File: config.mk
export PLATFORM = sky130hd
export DESIGN_NAME = pwm_submod
export DESIGN_NICKNAME = d
export VERILOG_FILES = /design/src/rtl/pwm_submod_pkg.sv /design/src/rtl/pwm_prescaler.sv /design/src/rtl/pwm_counter.sv /design/src/rtl/pwm_edge_out.sv /design/src/rtl/pwm_shadow.sv /design/src/rtl/pwm_submod.sv
export SDC_FILE = /design/constraint.sdc
export NUM_CORES = 1
export LEC_CHECK = 0
export BUFFER_PORTS_ARGS = -buffer_cell sky130_fd_sc_hd__clkbuf_2
export CAP_MARGIN = 25
export CORE_UTILIZATION = 40
export CTS_BUF_LIST = sky130_fd_sc_hd__clkbuf_4 sky130_fd_sc_hd__clkbuf_8
export CTS_CLUSTER_DIAMETER = 30
export DETAILED_ROUTE_END_ITERATION = 6
export PLACE_DENSITY_LB_ADDON = 0.05
export SLEW_MARGIN = 20
export SYNTH_ARGS = -nofsm -noshare
export SYNTH_HDL_FRONTEND = slang
export SYNTH_SLANG_ARGS = --single-unit
File: constraint.sdc
create_clock -name clk -period 2.8 [get_ports clk]
set_input_delay 0.56 -clock clk [delete_from_list [all_inputs] [get_ports clk]]
set_output_delay 0.56 -clock clk [all_outputs]
set_load 0.05 [all_outputs]
File: src/rtl/pwm_submod_pkg.sv
package pwm_submod_pkg;
   localparam int unsigned ADDR_W   = 4;
   localparam int unsigned NUM_CMP  = 6;
   localparam int unsigned NUM_OUT  = 3;
   // write-port addresses; indices 0..5 also index the compare arrays
   localparam int unsigned IDX_PERIOD = 0;
   localparam int unsigned IDX_X_ON   = 1;
   localparam int unsigned IDX_A_ON   = 2;
   localparam int unsigned IDX_A_OFF  = 3;
   localparam int unsigned IDX_B_ON   = 4;
   localparam int unsigned IDX_B_OFF  = 5;
   localparam int unsigned IDX_PRSC   = 6;
   localparam int unsigned IDX_LOAD   = 7;
   // output slots
   localparam int unsigned OUT_X = 0;
   localparam int unsigned OUT_A = 1;
   localparam int unsigned OUT_B = 2;

   function automatic int unsigned on_index(input int unsigned o);
      return (o == OUT_X) ? IDX_X_ON : (o == OUT_A) ? IDX_A_ON : IDX_B_ON;
   endfunction

   function automatic int unsigned off_index(input int unsigned o);
      return (o == OUT_X) ? IDX_PERIOD : (o == OUT_A) ? IDX_A_OFF : IDX_B_OFF;
   endfunction
endpackage

File: src/rtl/pwm_prescaler.sv
module pwm_prescaler #(
   parameter int unsigned PRSC_W = 3
) (
   input  logic              clk,
   input  logic              rst_n,
   input  logic              run,
   input  logic [PRSC_W-1:0] prsc,
   output logic              tick
);
   localparam int unsigned DIV_W = (1 << PRSC_W) - 1;

   logic [DIV_W-1:0] div_q;
   logic [DIV_W-1:0] mask;

   always_comb begin
      for (int i = 0; i < DIV_W; i++) begin
         mask[i] = (i < int'(prsc));
      end
   end

   assign tick = run && ((div_q & mask) == mask);

   always_ff @(posedge clk or negedge rst_n) begin
      if (!rst_n) begin
         div_q <= '0;
      end else if (!run || tick) begin
         div_q <= '0;
      end else begin
         div_q <= div_q + 1'b1;
      end
   end


   div_in_range_chk: assert property (@(posedge clk) disable iff (!rst_n)
      div_q <= mask);
endmodule

File: src/rtl/pwm_counter.sv
module pwm_counter #(
   parameter int unsigned CNT_W = 16
) (
   input  logic             clk,
   input  logic             rst_n,
   input  logic             run,
   input  logic             tick,
   input  logic [CNT_W-1:0] period,
   output logic [CNT_W-1:0] cnt,
   output logic             wrap
);
   logic [CNT_W-1:0] cnt_q;

   assign wrap = run && tick && (cnt_q == period);
   assign cnt  = cnt_q;

   always_ff @(posedge clk or negedge rst_n) begin
      if (!rst_n) begin
         cnt_q <= '0;
      end else if (!run) begin
         cnt_q <= '0;
      end else if (tick) begin
         cnt_q <= wrap ? '0 : cnt_q + 1'b1;
      end
   end


   cnt_bound_chk: assert property (@(posedge clk) disable iff (!rst_n)
      cnt_q <= period);


   stop_hold_chk: assert property (@(posedge clk) disable iff (!rst_n)
      !run |=> (cnt_q == '0));
endmodule

File: src/rtl/pwm_edge_out.sv
module pwm_edge_out #(
   parameter int unsigned CNT_W = 16
) (
   input  logic             clk,
   input  logic             rst_n,
   input  logic             run,
   input  logic [CNT_W-1:0] cnt,
   input  logic [CNT_W-1:0] on_val,
   input  logic [CNT_W-1:0] off_val,
   output logic             level
);
   logic level_q;

   assign level = level_q;

   always_ff @(posedge clk or negedge rst_n) begin
      if (!rst_n) begin
         level_q <= 1'b0;
      end else if (!run) begin
         level_q <= 1'b0;
      end else if (cnt == off_val) begin
         level_q <= 1'b0;
      end else if (cnt == on_val) begin
         level_q <= 1'b1;
      end
   end


   off_wins_chk: assert property (@(posedge clk) disable iff (!rst_n)
      (run && (cnt == off_val)) |=> !level_q);


   stopped_low_chk: assert property (@(posedge clk) disable iff (!rst_n)
      !run |=> !level_q);
endmodule

File: src/rtl/pwm_shadow.sv
module pwm_shadow
   import pwm_submod_pkg::*;
#(
   parameter int unsigned CNT_W  = 16,
   parameter int unsigned PRSC_W = 3
) (
   input  logic                            clk,
   input  logic                            rst_n,
   input  logic                            wr_en,
   input  logic [ADDR_W-1:0]               wr_addr,
   input  logic [CNT_W-1:0]                wr_data,
   input  logic                            run,
   input  logic                            wrap,
   output logic [NUM_CMP-1:0][CNT_W-1:0]   act_cmp,
   output logic [PRSC_W-1:0]               act_prsc,
   output logic                            load_armed
);
   logic [NUM_CMP-1:0][CNT_W-1:0] shd_cmp;
   logic [PRSC_W-1:0]             shd_prsc;
   logic                          armed_q;
   logic                          xfer;
   logic                          load_wr;

   assign load_wr    = wr_en && (wr_addr == ADDR_W'(IDX_LOAD));
   assign xfer       = armed_q && (wrap || !run);
   assign load_armed = armed_q;

   for (genvar g = 0; g < NUM_CMP; g++) begin : g_cmp
      always_ff @(posedge clk or negedge rst_n) begin
         if (!rst_n) begin
            shd_cmp[g] <= '0;
         end else if (wr_en && (wr_addr == ADDR_W'(g))) begin
            shd_cmp[g] <= wr_data;
         end
      end

      always_ff @(posedge clk or negedge rst_n) begin
         if (!rst_n) begin
            act_cmp[g] <= '0;
         end else if (xfer) begin
            act_cmp[g] <= shd_cmp[g];
         end
      end
   end

   always_ff @(posedge clk or negedge rst_n) begin
      if (!rst_n) begin
         shd_prsc <= '0;
         act_prsc <= '0;
      end else begin
         if (wr_en && (wr_addr == ADDR_W'(IDX_PRSC))) begin
            shd_prsc <= wr_data[PRSC_W-1:0];
         end
         if (xfer) begin
            act_prsc <= shd_prsc;
         end
      end
   end

   always_ff @(posedge clk or negedge rst_n) begin
      if (!rst_n) begin
         armed_q <= 1'b0;
      end else if (load_wr) begin
         armed_q <= wr_data[0];
      end else if (xfer) begin
         armed_q <= 1'b0;
      end
   end


   act_hold_chk: assert property (@(posedge clk) disable iff (!rst_n)
      (run && !wrap) |=> ($stable(act_cmp) && $stable(act_prsc)));


   unarmed_hold_chk: assert property (@(posedge clk) disable iff (!rst_n)
      !armed_q |=> $stable(act_cmp));


   armed_clear_chk: assert property (@(posedge clk) disable iff (!rst_n)
      (armed_q && wrap && !load_wr) |=> !armed_q);
endmodule

File: src/rtl/pwm_submod.sv
module pwm_submod
   import pwm_submod_pkg::*;
#(
   parameter int unsigned CNT_W  = 16,
   parameter int unsigned PRSC_W = 3
) (
   input  logic              clk,
   input  logic              rst_n,
   input  logic              wr_en,
   input  logic [ADDR_W-1:0] wr_addr,
   input  logic [CNT_W-1:0]  wr_data,
   input  logic              run,
   input  logic [NUM_OUT-1:0] out_en,
   output logic              pwm_x,
   output logic              pwm_a,
   output logic              pwm_b,
   output logic              load_armed
);
   if (CNT_W < 2 || CNT_W > 32) begin : g_bad_cnt_w
      $error("pwm_submod: CNT_W must lie in 2..32");
   end
   if (PRSC_W < 1 || PRSC_W > 4) begin : g_bad_prsc_w
      $error("pwm_submod: PRSC_W must lie in 1..4");
   end
   if (CNT_W < PRSC_W) begin : g_bad_data_w
      $error("pwm_submod: write data narrower than prescale field");
   end

   logic [NUM_CMP-1:0][CNT_W-1:0] act_cmp;
   logic [PRSC_W-1:0]             act_prsc;
   logic [CNT_W-1:0]              cnt;
   logic                          tick;
   logic                          wrap;
   logic [NUM_OUT-1:0]            level;
   logic [NUM_OUT-1:0]            pin;

   pwm_shadow #(.CNT_W(CNT_W), .PRSC_W(PRSC_W)) u_shadow (
      .clk        (clk),
      .rst_n      (rst_n),
      .wr_en      (wr_en),
      .wr_addr    (wr_addr),
      .wr_data    (wr_data),
      .run        (run),
      .wrap       (wrap),
      .act_cmp    (act_cmp),
      .act_prsc   (act_prsc),
      .load_armed (load_armed)
   );

   pwm_prescaler #(.PRSC_W(PRSC_W)) u_prescaler (
      .clk   (clk),
      .rst_n (rst_n),
      .run   (run),
      .prsc  (act_prsc),
      .tick  (tick)
   );

   pwm_counter #(.CNT_W(CNT_W)) u_counter (
      .clk    (clk),
      .rst_n  (rst_n),
      .run    (run),
      .tick   (tick),
      .period (act_cmp[IDX_PERIOD]),
      .cnt    (cnt),
      .wrap   (wrap)
   );

   for (genvar g = 0; g < NUM_OUT; g++) begin : g_out
      localparam int unsigned ON_I  = on_index(g);
      localparam int unsigned OFF_I = off_index(g);

      pwm_edge_out #(.CNT_W(CNT_W)) u_edge (
         .clk     (clk),
         .rst_n   (rst_n),
         .run     (run),
         .cnt     (cnt),
         .on_val  (act_cmp[ON_I]),
         .off_val (act_cmp[OFF_I]),
         .level   (level[g])
      );

      assign pin[g] = level[g] & out_en[g];
   end

   assign pwm_x = pin[OUT_X];
   assign pwm_a = pin[OUT_A];
   assign pwm_b = pin[OUT_B];


   x_low_after_period_chk: assert property (@(posedge clk) disable iff (!rst_n)
      wrap |=> !level[OUT_X]);
endmodule

# Yosys cells after proc, flatten, opt, wreduce, memory -nomap -nowiden
# Index checks and enable logic that the tools add are counted.
[classes] bitwise=4 n_mux=15 shifts=0 order_cmp=7 mul=0 n_reduce_logical=17 add_sub_neg=2 eq_ne=18 div_mod_pow=0
[op_table] cell="equality test 16 bit" n=6
[op_table] cell="two-way mux 16 bit" n=3
[op_table] cell="adder 16 x 1 -> 16 bit (second input constant)" n=1
[op_table] cell="equality test 4 x 3 -> 1 bit (second input constant)" n=4
[op_table] cell="logical AND 1 bit" n=12
[op_table] cell="two-way mux 1 bit" n=11
[op_table] cell="< comparator 3 bit (first input constant)" n=3
[op_table] cell="!= test 3 x 1 -> 1 bit (second input constant)" n=3
[op_table] cell="equality test 4 x 2 -> 1 bit (second input constant)" n=2
[op_table] cell="adder 7 x 1 -> 7 bit (second input constant)" n=1
[op_table] cell="AND 7 bit" n=1
[op_table] cell="equality test 7 bit" n=1
[op_table] cell="two-way mux 7 bit" n=1
[op_table] cell="< comparator 1 x 3 -> 1 bit (first input constant)" n=2
[op_table] cell="< comparator 2 x 3 -> 1 bit (first input constant)" n=2
[op_table] cell="equality test 4 x 1 -> 1 bit (second input constant)" n=1
[op_table] cell="logical NOT 4 bit" n=1
[op_table] cell="AND 1 bit" n=3
[op_table] cell="logical OR 1 bit" n=2
[op_table] cell="!= test 2 x 1 -> 1 bit (second input constant)" n=1
[op_table] cell="nonzero test 2 bit" n=1
[op_table] cell="logical NOT 1 bit" n=1
[word_totals] n_memories=0 ram_bits=0 ff_bits=225 inputBits=27 romBits=0 latchBits=0 out_inout_bits=4 elab_cells=83

# Depth between registers and ports, before layout
# Gate-level depths: netlist of the first run.
[depth] ltp_word=10 mapped_depth=9 ltp_nobuf=6

# By module
# A second synthesis of the first run with hierarchy kept.
[hier_totals] hier_cells=755 area_unflattened_um2=10387.5
[modules_own_cells] module="pwm_shadow" cells_per_inst=432 n_inst=1 seq_area_each_um2=4979.8 area_per_inst_um2=7517.2
[modules_own_cells] module="pwm_counter" cells_per_inst=150 n_inst=1 seq_area_each_um2=400.4 area_per_inst_um2=1253.7
[modules_own_cells] module="pwm_edge_out" cells_per_inst=44 n_inst=3 seq_area_each_um2=25.0 area_per_inst_um2=401.6
[modules_own_cells] module="pwm_prescaler" cells_per_inst=38 n_inst=1 seq_area_each_um2=175.2 area_per_inst_um2=392.9
[modules_own_cells] module="pwm_submod" cells_per_inst=3 n_inst=1 seq_area_each_um2=0.0 area_per_inst_um2=18.8

# Worst setup path before layout of the first run
# Ideal clock, no wire load.
[synth_timing] kind="register to register" from="reg u_counter.cnt_q[10] (netlist: u_counter.cnt[10])" to="reg u_shadow.act_cmp[27] in the netlist's numbering" path_buffers=3 setup_slack_ns=0.545 period_less_slack_ns=2.255 t_arrival_ns=2.127 setup_time_ns=0.128 required_ns=2.672 path_stages_with_launch=10 path_cell_list="dfrtp_1 -> buf_2 -> xnor2_1 -> nand4_1 -> o41ai_2 -> nor3b_2 -> nand2_2 -> buf_6 -> buf_6 -> mux2_1"
[synth_between] elab_chain_len=4
[synth_lines] element="start, declared" line_no="pwm_counter.sv:12" text="logic [CNT_W-1:0] cnt_q;"
[synth_lines] element="start signal, assigned" line_no="pwm_counter.sv:23" text="cnt_q <= wrap ? '0 : cnt_q + 1'b1;"
[synth_lines] element="equality test 16 bit" line_no="pwm_counter.sv:14" text="assign wrap = run && tick && (cnt_q == period);"
[synth_lines] element="logical AND 1 bit" line_no="pwm_counter.sv:14"
[synth_lines] element="logical OR 1 bit" line_no="pwm_shadow.sv:25" text="assign xfer = armed_q && (wrap || !run);"
[synth_lines] element="logical AND 1 bit" line_no="pwm_shadow.sv:25"
[synth_lines] element="end signal, assigned by index" line_no="pwm_shadow.sv:41" text="act_cmp[g] <= shd_cmp[g];"
[synth_lines] element="end, declared" line_no="pwm_shadow.sv:14" text="output logic [NUM_CMP-1:0][CNT_W-1:0] act_cmp,"
# Every way passes these cells.
# A chain may end at the register's enable or synchronous reset.

# Final worst setup path of the first run
[layout_timing] from="reg u_shadow.act_cmp[0] in the netlist's numbering" to="reg u_shadow.act_cmp[27] in the netlist's numbering"
[layout_between] elab_chain_len=4
[layout_lines] element="equality test 16 bit" line_no="pwm_counter.sv:14"
[layout_lines] element="logical AND 1 bit" line_no="pwm_counter.sv:14"
[layout_lines] element="logical OR 1 bit" line_no="pwm_shadow.sv:25"
[layout_lines] element="logical AND 1 bit" line_no="pwm_shadow.sv:25"
# Every way passes these cells.

==> flow_summary.html, run 1 <==
<table>
<tr><th>Metric</th><th>Value</th></tr>
<tr><th colspan="2">Die</th></tr>
<tr><td>Top-level port count</td><td>31</td></tr>
<tr><td>Cell row count</td><td>57</td></tr>
<tr><td>Chip height</td><td>approximately 160 µm</td></tr>
<tr><td>Horizontal die dimension</td><td>around 160 µm</td></tr>
<tr><td>Area of the core region</td><td>24200 µm²</td></tr>
<tr><td>Initial cell density of the core</td><td>between 40% and 50%</td></tr>
<tr><td>Area of the die</td><td>25300 µm²</td></tr>
<tr><th colspan="2">Logic synthesis</th></tr>
<tr><td>Netlist area before placement</td><td>around 9900 µm²</td></tr>
<tr><td>Most frequently used flop master after synthesis</td><td>sky130_fd_sc_hd__dfrtp_1</td></tr>
<tr><td>Count of cell types in the netlist</td><td>43</td></tr>
<tr><td>Number of nets in the synthesized netlist</td><td>745</td></tr>
<tr><td>Post-Synthesis Cells</td><td>between 700 and 800</td></tr>
<tr><td>Seq/Total Area, Yosys</td><td>57.0%</td></tr>
<tr><td>Fraction of synthesis flops using an asynchronous set or reset pin</td><td>100%</td></tr>
<tr><td>Mean instance size in the synthesized netlist</td><td>13.8 µm²</td></tr>
<tr><td>Seq cells post-synth</td><td>around 230</td></tr>
<tr><td>Number of warnings issued by yosys</td><td>0</td></tr>
<tr><td>Count of flip-flops with a built-in enable after synthesis</td><td>0</td></tr>
<tr><th colspan="2">Detailed routing</th></tr>
<tr><td>DR WL/cell</td><td>approximately 21 µm</td></tr>
<tr><td>Total length of routed wires</td><td>approximately 25000 µm</td></tr>
<tr><td>Via-to-Cell Ratio</td><td>between 5 and 6</td></tr>
<tr><td>DRC violations left</td><td>0</td></tr>
<tr><td>Post-DRT Antenna Nets</td><td>0</td></tr>
<tr><td>Via Count</td><td>roughly 6000</td></tr>
<tr><td>Count of routing violations after the opening detailed-route iteration</td><td>306</td></tr>
<tr><td>First-pass iteration count of the detailed router</td><td>4</td></tr>
<tr><th colspan="2">Outcome</th></tr>
<tr><td>Status</td><td>complete, no violations</td></tr>
<tr><th colspan="2">Timing</th></tr>
<tr><td>RSZ-0062 raised after global routing</td><td>no</td></tr>
<tr><td>F_max</td><td>a little under 400 MHz</td></tr>
<tr><td>Post-route clock skew</td><td>about 23 ps</td></tr>
<tr><td>Relative slew margins</td><td>approximately 48%</td></tr>
<tr><td>Number of slew-limit violations in the final report</td><td>0</td></tr>
<tr><td>Fin. Hold Viols</td><td>0</td></tr>
<tr><td>Period minus WS final</td><td>between 2000 and 3000 ps</td></tr>
<tr><td>Total negative slack</td><td>0 ps</td></tr>
<tr><td>Final Cycle Share</td><td>roughly nine tenths</td></tr>
<tr><td>Slew of the pin with the lowest slew margin</td><td>778 ps</td></tr>
<tr><td>Setup violators final</td><td>0</td></tr>
<tr><th colspan="2">Power</th></tr>
<tr><td>Leakage power</td><td>5.63 nW</td></tr>
<tr><td>VDD IR-drop max</td><td>a little under 0.6 mV</td></tr>
<tr><td>Total power density per cell area</td><td>1080 nW/µm²</td></tr>
<tr><td>Tot Pwr</td><td>about 13 mW</td></tr>
<tr><th colspan="2">Setup path</th></tr>
<tr><td>Sequence of cells on the critical path</td><td>xnor2_1 &gt; nand4_1 &gt; o41ai_2 &gt; nor3b_2 &gt; nand2_4 &gt; buf_12 &gt; mux2_1</td></tr>
<tr><td>Cell family with the largest share of critical-path delay</td><td>simple AND/OR/NAND/NOR gates</td></tr>
<tr><td>Number of buffers and inverters on the critical path</td><td>1</td></tr>
<tr><td>Largest fanout on the critical path</td><td>between 80 and 90</td></tr>
<tr><td>Crit Path Category</td><td>reg -&gt; reg</td></tr>
<tr><td>WP data required</td><td>between 3000 and 4000 ps</td></tr>
<tr><td>Peak per-stage delay on the critical path</td><td>approximately 400 ps</td></tr>
<tr><td>Startpoint Class</td><td>flip-flop</td></tr>
<tr><td>Data arrival time of the critical path</td><td>between 2000 and 3000 ps</td></tr>
<tr><td>Cell type of the slowest stage on the worst timing path</td><td>sky130_fd_sc_hd__mux2_1</td></tr>
<tr><td>Crit end category</td><td>flip-flop</td></tr>
<tr><th colspan="2">CTS</th></tr>
<tr><td>Clock sink count</td><td>225</td></tr>
<tr><td>Setup Fix Bufs, Post-CTS</td><td>0</td></tr>
<tr><td>TritonCTS buffer count</td><td>between 50 and 60</td></tr>
<tr><td>TritonCTS clock tree</td><td>done</td></tr>
<tr><td>H-tree depth</td><td>2</td></tr>
<tr><td>Clk buf depth</td><td>3</td></tr>
<tr><td>Clock transition at the register clock pins on the worst setup and hold paths after CTS</td><td>roughly 50 ps</td></tr>
<tr><td>Root Buffer</td><td>sky130_fd_sc_hd__clkbuf_8</td></tr>
<tr><td>Insertion delay to the later sink of the worst-skew pair</td><td>about 570 ps</td></tr>
<tr><th colspan="2">GRT</th></tr>
<tr><td>Via count of the first global-routing pass</td><td>between 6000 and 7000</td></tr>
<tr><td>First-pass GRT wire length</td><td>between 30000 and 40000 µm</td></tr>
<tr><td>Maximum number of pins on one net before global-route repair</td><td>85</td></tr>
<tr><td>Initial antenna violation count</td><td>0</td></tr>
<tr><td>Overflow after GRT</td><td>0</td></tr>
<tr><td>Total routing resource utilization after global routing</td><td>20.4%</td></tr>
<tr><th colspan="2">Hold path</th></tr>
<tr><td>Class of the tightest hold or removal check</td><td>in -&gt; reg</td></tr>
<tr><th colspan="2">Cells and area</th></tr>
<tr><td>Layout cell share with drive strength beyond 1</td><td>43.7%</td></tr>
<tr><td>Final-stage net count</td><td>830</td></tr>
<tr><td>Area growth from synthesis to layout</td><td>21.1%</td></tr>
<tr><td>Number of antenna cells inserted</td><td>0</td></tr>
<tr><th colspan="2">Job</th></tr>
<tr><td>Max-cap check violation count</td><td>0</td></tr>
<tr><th colspan="2">Place</th></tr>
<tr><td>Count of buffers from port buffering</td><td>30</td></tr>
<tr><td>Final weighted congestion of routability-driven global placement</td><td>0.795</td></tr>
<tr><td>HPWL after detailed placement</td><td>approximately 16000 µm</td></tr>
</table>
==> path summary, 6_finish.rpt <==
check	startpoint	end	slack (ps)	cells after the start
min in group asynchronous	rst_n	u_shadow.shd_cmp[73]	570	2
max in group asynchronous	rst_n	u_shadow.act_cmp[66]	1360	3
hold reg to reg	u_shadow.shd_cmp[27]	u_shadow.act_cmp[27]	480	1
hold / removal	wr_data[13]	u_shadow.shd_cmp[29]	320	2
setup / recovery	u_shadow.act_cmp[0]	u_shadow.act_cmp[27]	280	7
setup reg to reg	u_shadow.act_cmp[0]	u_shadow.act_cmp[27]	280	7
==> worst register-to-register path: stages (launching register included) <==
cell and delay (ps):
sky130_fd_sc_hd__dfrtp_1 390, sky130_fd_sc_hd__xnor2_1 330, sky130_fd_sc_hd__nand4_1 190, sky130_fd_sc_hd__o41ai_2 320, sky130_fd_sc_hd__nor3b_2 340, sky130_fd_sc_hd__nand2_4 90
sky130_fd_sc_hd__buf_12 210, sky130_fd_sc_hd__mux2_1 520
==> final cells by class <==
| type | count | area, µm² |
|---|---|---|
| inverter | 2 | 7.51 |
| clock inverter | 25 | 389 |
| tap | 324 | 405 |
| multi-input combinational | 450 | 4060 |
| fill | 2202 | 12300 |
| sequential | 225 | 5630 |
| timing repair buffer | 66 | 470 |
| clock buffer | 78 | 998 |
==> report_power, final <==
part / leakage (nW) / total (mW) / internal [mW] / switching, mW
Combinational: 2.00 / 3.05 / 1.59 / 1.46
Clock: 0.721 / 4.81 / 3.23 / 1.58
Sequential: 2.91 / 5.11 / 4.34 / 0.769
Total: 5.63 / 13.0 / 9.16 / 3.81
==> what timing repair did <==
item / CTS / global route
hold buffers: 1 / 0
hold endpoints to repair: 46 / 0
gates resized for setup: 0 / 0
==> state kept, by name (all words and copies together), names as in the netlist <==
signal and count:
u_shadow.act_cmp 96, u_shadow.shd_cmp 96, u_counter.cnt 16, u_prescaler.div_q 7, g_out.u_edge.level 3, u_shadow.act_prsc 3
u_shadow.shd_prsc 3, u_shadow.load_armed 1
==> cells by family after synthesis <==
kind of cell | Yosys count | synth area share [%]
XOR/XNOR | 105 | 9.31
AO/OA/AOI/OAI | 31 | 2.03
adder cells (fa/ha/maj) | 2 | 0.253
flip-flops | 225 | 57.0
buffers and inverters | 41 | 2.03
AND/OR/NAND/NOR | 112 | 6.31
multiplexers | 200 | 23.1
==> Yosys cell counts, drive strengths merged, types with 3 or more instances <==
cell type	n	area [µm²]
o21ai	13	65.1
and3	5	31.3
nor2b	3	18.8
xnor2	72	631
o31ai	4	30.0
nand3b	3	22.5
xor2	33	289
a21oi	7	35.0
and2	4	25.0
dfrtp	225	5630
nor4	12	75.1
buf	26	144
clkbuf	13	48.8
nand3	6	30.0
mux2	198	2260
nor4b	3	26.3
or4	4	30.0
or3	3	18.8
nor3b	4	35.0
nor2	20	75.1
nand4	20	125
nand2	20	77.6
==> metrics by stage <==
step | instances | setup WS, ps | hold WS [ps] | util [%] | instance area [µm²]
floorplan | 716 | 545 | 264 | - | 9880
detailed placement | 1066 | 295 | 469 | 43.6 | 10600
CTS | 1170 | 288 | 292 | 49.3 | 12000
global route | 1170 | 163 | 299 | 49.3 | 12000
global placement | 1066 | 314 | 463 | 43.6 | 10600
finish | 1170 | 284 | 318 | 49.3 | 12000
==> metal layers <==
layer  wire, µm  global-route usage (%)
met5          0                       0
met3        913                    3.70
met4        495                    6.34
met1      11600                    27.9
met2      11800                    32.9
==> layout by cell type (no fill, tap or decap), types with 19 or more instances in the layout <==
cell / instances
sky130_fd_sc_hd__mux2_2: 188
sky130_fd_sc_hd__xor2_1: 33
sky130_fd_sc_hd__xnor2_1: 72
sky130_fd_sc_hd__dfrtp_1: 225
sky130_fd_sc_hd__nand4_1: 20
sky130_fd_sc_hd__clkbuf_2: 29
sky130_fd_sc_hd__buf_4: 32
sky130_fd_sc_hd__nand2_1: 19
sky130_fd_sc_hd__clkbuf_8: 66
sky130_fd_sc_hd__nor2_1: 20
Power figures use the tool's default switching activity.
==> run 2: changes to the inputs <==
--- a/config.mk
+++ b/config.mk
@@ -7,7 +7,7 @@
 export LEC_CHECK = 0
 export BUFFER_PORTS_ARGS = -buffer_cell sky130_fd_sc_hd__clkbuf_2
 export CAP_MARGIN = 25
-export CORE_UTILIZATION = 40
+export CORE_UTILIZATION = 64
 export CTS_BUF_LIST = sky130_fd_sc_hd__clkbuf_4 sky130_fd_sc_hd__clkbuf_8
 export CTS_CLUSTER_DIAMETER = 30
 export DETAILED_ROUTE_END_ITERATION = 6
==> run 2 against run 1 <==
Count of clock-buffer cells in the layout decreased by 24. Total power is 11% lower. Worst hold slack better by 16 ps. Sequential power hardly changed. Via count fell by 2.2%. Largest power group unchanged.
==> flow_summary.html, run 2 (synthesized netlist as in run 1, its figures left out) <==
<table>
<tr><th>Metric</th><th>Value</th></tr>
<tr><th colspan="2">CTS</th></tr>
<tr><td>Clk buf depth</td><td>3</td></tr>
<tr><td>Clock sink count</td><td>approximately 230</td></tr>
<tr><td>Post-CTS resize count</td><td>0</td></tr>
<tr><td>Setup Fix Bufs, Post-CTS</td><td>0</td></tr>
<tr><td>Insertion delay to the later sink of the worst-skew pair</td><td>540 ps</td></tr>
<tr><td>Post-cts hold buffer count</td><td>1</td></tr>
<tr><td>Root Buffer</td><td>sky130_fd_sc_hd__clkbuf_8</td></tr>
<tr><td>H-tree depth</td><td>2</td></tr>
<tr><td>TritonCTS buffer count</td><td>42</td></tr>
<tr><td>Clock transition at the register clock pins on the worst setup and hold paths after CTS</td><td>around 60 ps</td></tr>
<tr><td>TritonCTS clock tree</td><td>done</td></tr>
<tr><th colspan="2">Setup path</th></tr>
<tr><td>Peak per-stage delay on the critical path</td><td>just under 400 ps</td></tr>
<tr><td>Cell type of the slowest stage on the worst timing path</td><td>sky130_fd_sc_hd__dfrtp_1</td></tr>
<tr><td>Crit end category</td><td>flip-flop</td></tr>
<tr><td>Cell family with the largest share of critical-path delay</td><td>simple AND/OR/NAND/NOR gates</td></tr>
<tr><td>Startpoint Class</td><td>flip-flop</td></tr>
<tr><td>WP data required</td><td>between 3000 and 4000 ps</td></tr>
<tr><td>Number of buffers and inverters on the critical path</td><td>1</td></tr>
<tr><td>Data arrival time of the critical path</td><td>between 2000 and 3000 ps</td></tr>
<tr><td>Sequence of cells on the critical path</td><td>xnor2_1 &gt; nand4_1 &gt; o41ai_2 &gt; nor3b_2 &gt; nand2_4 &gt; buf_12 &gt; mux2_4</td></tr>
<tr><td>Largest fanout on the critical path</td><td>32</td></tr>
<tr><td>Crit Path Category</td><td>reg -&gt; reg</td></tr>
<tr><th colspan="2">Power</th></tr>
<tr><td>Portion of total power attributed to the clock network</td><td>between 30% and 40%</td></tr>
<tr><td>Int Pwr</td><td>8.05 mW</td></tr>
<tr><td>VDD IR-drop max</td><td>between 0.6 and 0.7 mV</td></tr>
<tr><td>Tot Pwr</td><td>roughly 12 mW</td></tr>
<tr><td>Part of the power in combinational logic</td><td>25.6%</td></tr>
<tr><td>Switch Pwr</td><td>approximately 3.5 mW</td></tr>
<tr><td>Sequential power share</td><td>between 40% and 50%</td></tr>
<tr><td>Total power density per cell area</td><td>1020 nW/µm²</td></tr>
<tr><td>Leakage power</td><td>roughly 5.4 nW</td></tr>
<tr><td>Share of total power consumed by net switching</td><td>30.4%</td></tr>
<tr><th colspan="2">Timing</th></tr>
<tr><td>Post-route clock skew</td><td>about 26 ps</td></tr>
<tr><td>Fin. Hold Viols</td><td>0</td></tr>
<tr><td>F_max</td><td>around 410 MHz</td></tr>
<tr><td>Final Cycle Share</td><td>roughly 86%</td></tr>
<tr><td>Number of slew-limit violations in the final report</td><td>0</td></tr>
<tr><td>Total negative slack</td><td>0 ps</td></tr>
<tr><td>Slew of the pin with the lowest slew margin</td><td>around 680 ps</td></tr>
<tr><td>Relative slew margins</td><td>54.0%</td></tr>
<tr><td>RSZ-0062 raised after global routing</td><td>no</td></tr>
<tr><td>Worst hold-check slack</td><td>around 330 ps</td></tr>
<tr><td>Setup violators final</td><td>0</td></tr>
<tr><td>Period minus WS final</td><td>roughly 2400 ps</td></tr>
<tr><th colspan="2">Detailed routing</th></tr>
<tr><td>DRC violations left</td><td>0</td></tr>
<tr><td>Via-to-Cell Ratio</td><td>roughly 5.8</td></tr>
<tr><td>DR WL/cell</td><td>22.1 µm</td></tr>
<tr><td>Total length of routed wires</td><td>22200 µm</td></tr>
<tr><td>Count of routing violations after the opening detailed-route iteration</td><td>about 330</td></tr>
<tr><td>Via Count</td><td>5844</td></tr>
<tr><td>Post-DRT Antenna Nets</td><td>0</td></tr>
<tr><td>First-pass iteration count of the detailed router</td><td>4</td></tr>
<tr><th colspan="2">Die</th></tr>
<tr><td>Initial cell density of the core</td><td>65.2%</td></tr>
<tr><td>Horizontal die dimension</td><td>about 130 µm</td></tr>
<tr><td>Cell row count</td><td>between 40 and 50</td></tr>
<tr><td>Area of the die</td><td>15900 µm²</td></tr>
<tr><td>Top-level port count</td><td>31</td></tr>
<tr><td>Chip height</td><td>between 100 and 150 µm</td></tr>
<tr><td>Area of the core region</td><td>roughly 15000 µm²</td></tr>
<tr><th colspan="2">Cells and area</th></tr>
<tr><td>Final-stage net count</td><td>roughly 810</td></tr>
<tr><td>Number of antenna cells inserted</td><td>0</td></tr>
<tr><td>Storage element area</td><td>approximately 5600 µm²</td></tr>
<tr><td>Top library cells by usage in the layout, fill and taps aside</td><td>sky130_fd_sc_hd__dfrtp_1, sky130_fd_sc_hd__mux2_2, sky130_fd_sc_hd__xnor2_1</td></tr>
<tr><td>Commonest non-fill, non-tap cell in the layout</td><td>sky130_fd_sc_hd__dfrtp_1</td></tr>
<tr><td>Layout cell share with drive strength beyond 1</td><td>about two fifths</td></tr>
<tr><td>Area growth from synthesis to layout</td><td>15.1%</td></tr>
<tr><td>Final core utilization</td><td>75.1%</td></tr>
<tr><td>Layout filler cell count</td><td>974</td></tr>
<tr><td>Multi-input gate area in the final layout</td><td>a little over 4000 µm²</td></tr>
<tr><th colspan="2">GRT</th></tr>
<tr><td>Maximum number of pins on one net before global-route repair</td><td>86</td></tr>
<tr><td>Overflow after GRT</td><td>0</td></tr>
<tr><td>Total routing resource utilization after global routing</td><td>a little under a third</td></tr>
<tr><td>Via count of the first global-routing pass</td><td>~6400</td></tr>
<tr><td>Initial antenna violation count</td><td>0</td></tr>
<tr><td>First-pass GRT wire length</td><td>35900 µm</td></tr>
<tr><th colspan="2">Hold path</th></tr>
<tr><td>Class of the tightest hold or removal check</td><td>in -&gt; reg</td></tr>
<tr><th colspan="2">Place</th></tr>
<tr><td>HPWL after detailed placement</td><td>about 15000 µm</td></tr>
<tr><td>Final weighted congestion of routability-driven global placement</td><td>0.823</td></tr>
<tr><td>Count of buffers from port buffering</td><td>30</td></tr>
<tr><th colspan="2">Outcome</th></tr>
<tr><td>Status</td><td>complete, no violations</td></tr>
<tr><th colspan="2">Job</th></tr>
<tr><td>Max-cap check violation count</td><td>0</td></tr>
</table>
run 2: changes by cell type in the layout (fill, tap and decap cells not counted):
cell	before	now
sky130_fd_sc_hd__buf_12	3	5
sky130_fd_sc_hd__buf_4	32	28
sky130_fd_sc_hd__bufinv_16	10	5
sky130_fd_sc_hd__clkbuf_4	12	5
sky130_fd_sc_hd__clkbuf_8	66	49
sky130_fd_sc_hd__clkinv_4	0	1
sky130_fd_sc_hd__inv_6	0	1
sky130_fd_sc_hd__inv_8	1	0
run 2: path summary, 6_finish.rpt:
path,from,endpoint,slack [ps],cells past startpoint
max,u_shadow.act_cmp[15],u_shadow.act_cmp[21],390,7
min,wr_data[13],u_shadow.shd_cmp[61],330,2
max reg2reg,u_shadow.act_cmp[15],u_shadow.act_cmp[21],390,7
min reg2reg,u_shadow.shd_cmp[40],u_shadow.shd_cmp[40],500,1
max in group asynchronous,rst_n,u_shadow.load_armed,1460,3
min in group asynchronous,rst_n,u_shadow.act_cmp[23],520,2
run 2: layout make-up:
type,instances,share of cell area (%)
clock buffers,54,6.26
repair buffers,64,4.22
well taps,188,2.07
flip-flops and latches,225,49.5
inverters,2,0.0660
clock inverters,21,2.16
multi-input cells,450,35.7
run 2: stage by stage:
step | instances | instance area, µm² | setup slack [ps]
after global placement | 928 | 10400 | 411
after CTS | 1004 | 11400 | 398
after global routing | 1004 | 11400 | 140
after floorplan | 716 | 9880 | 545
after detailed placement | 928 | 10400 | 278
final | 1004 | 11400 | 389
run 2: layer usage:
| layer | GRT usage, % | routed length [µm] | part of all wire [%] |
|---|---|---|---|
| met3 | 5.52 | 1190 | 5.3 |
| met1 | 41.7 | 9820 | 44 |
| met5 | 0 | 0 | 0 |
| met4 | 12.4 | 567 | 2.6 |
| met2 | 48.1 | 10700 | 48 |
run 2: power groups by stage:
stage	clock network (mW)	registers (mW)	logic, mW
after floorplan	0	4.87	2.17
after global placement	0	5.08	2.88
after detailed placement	0	5.15	2.95
after CTS	3.57	5.10	2.98
after global routing	3.75	5.23	3.20
final	3.51	5.10	2.97
run 2: worst reg2reg max path: stages, from the launching register on:
cell and delay, ps:
sky130_fd_sc_hd__dfrtp_1 390, sky130_fd_sc_hd__xnor2_1 200, sky130_fd_sc_hd__nand4_1 170, sky130_fd_sc_hd__o41ai_2 390, sky130_fd_sc_hd__nor3b_2 340, sky130_fd_sc_hd__nand2_4 230, sky130_fd_sc_hd__buf_12 250, sky130_fd_sc_hd__mux2_4 330
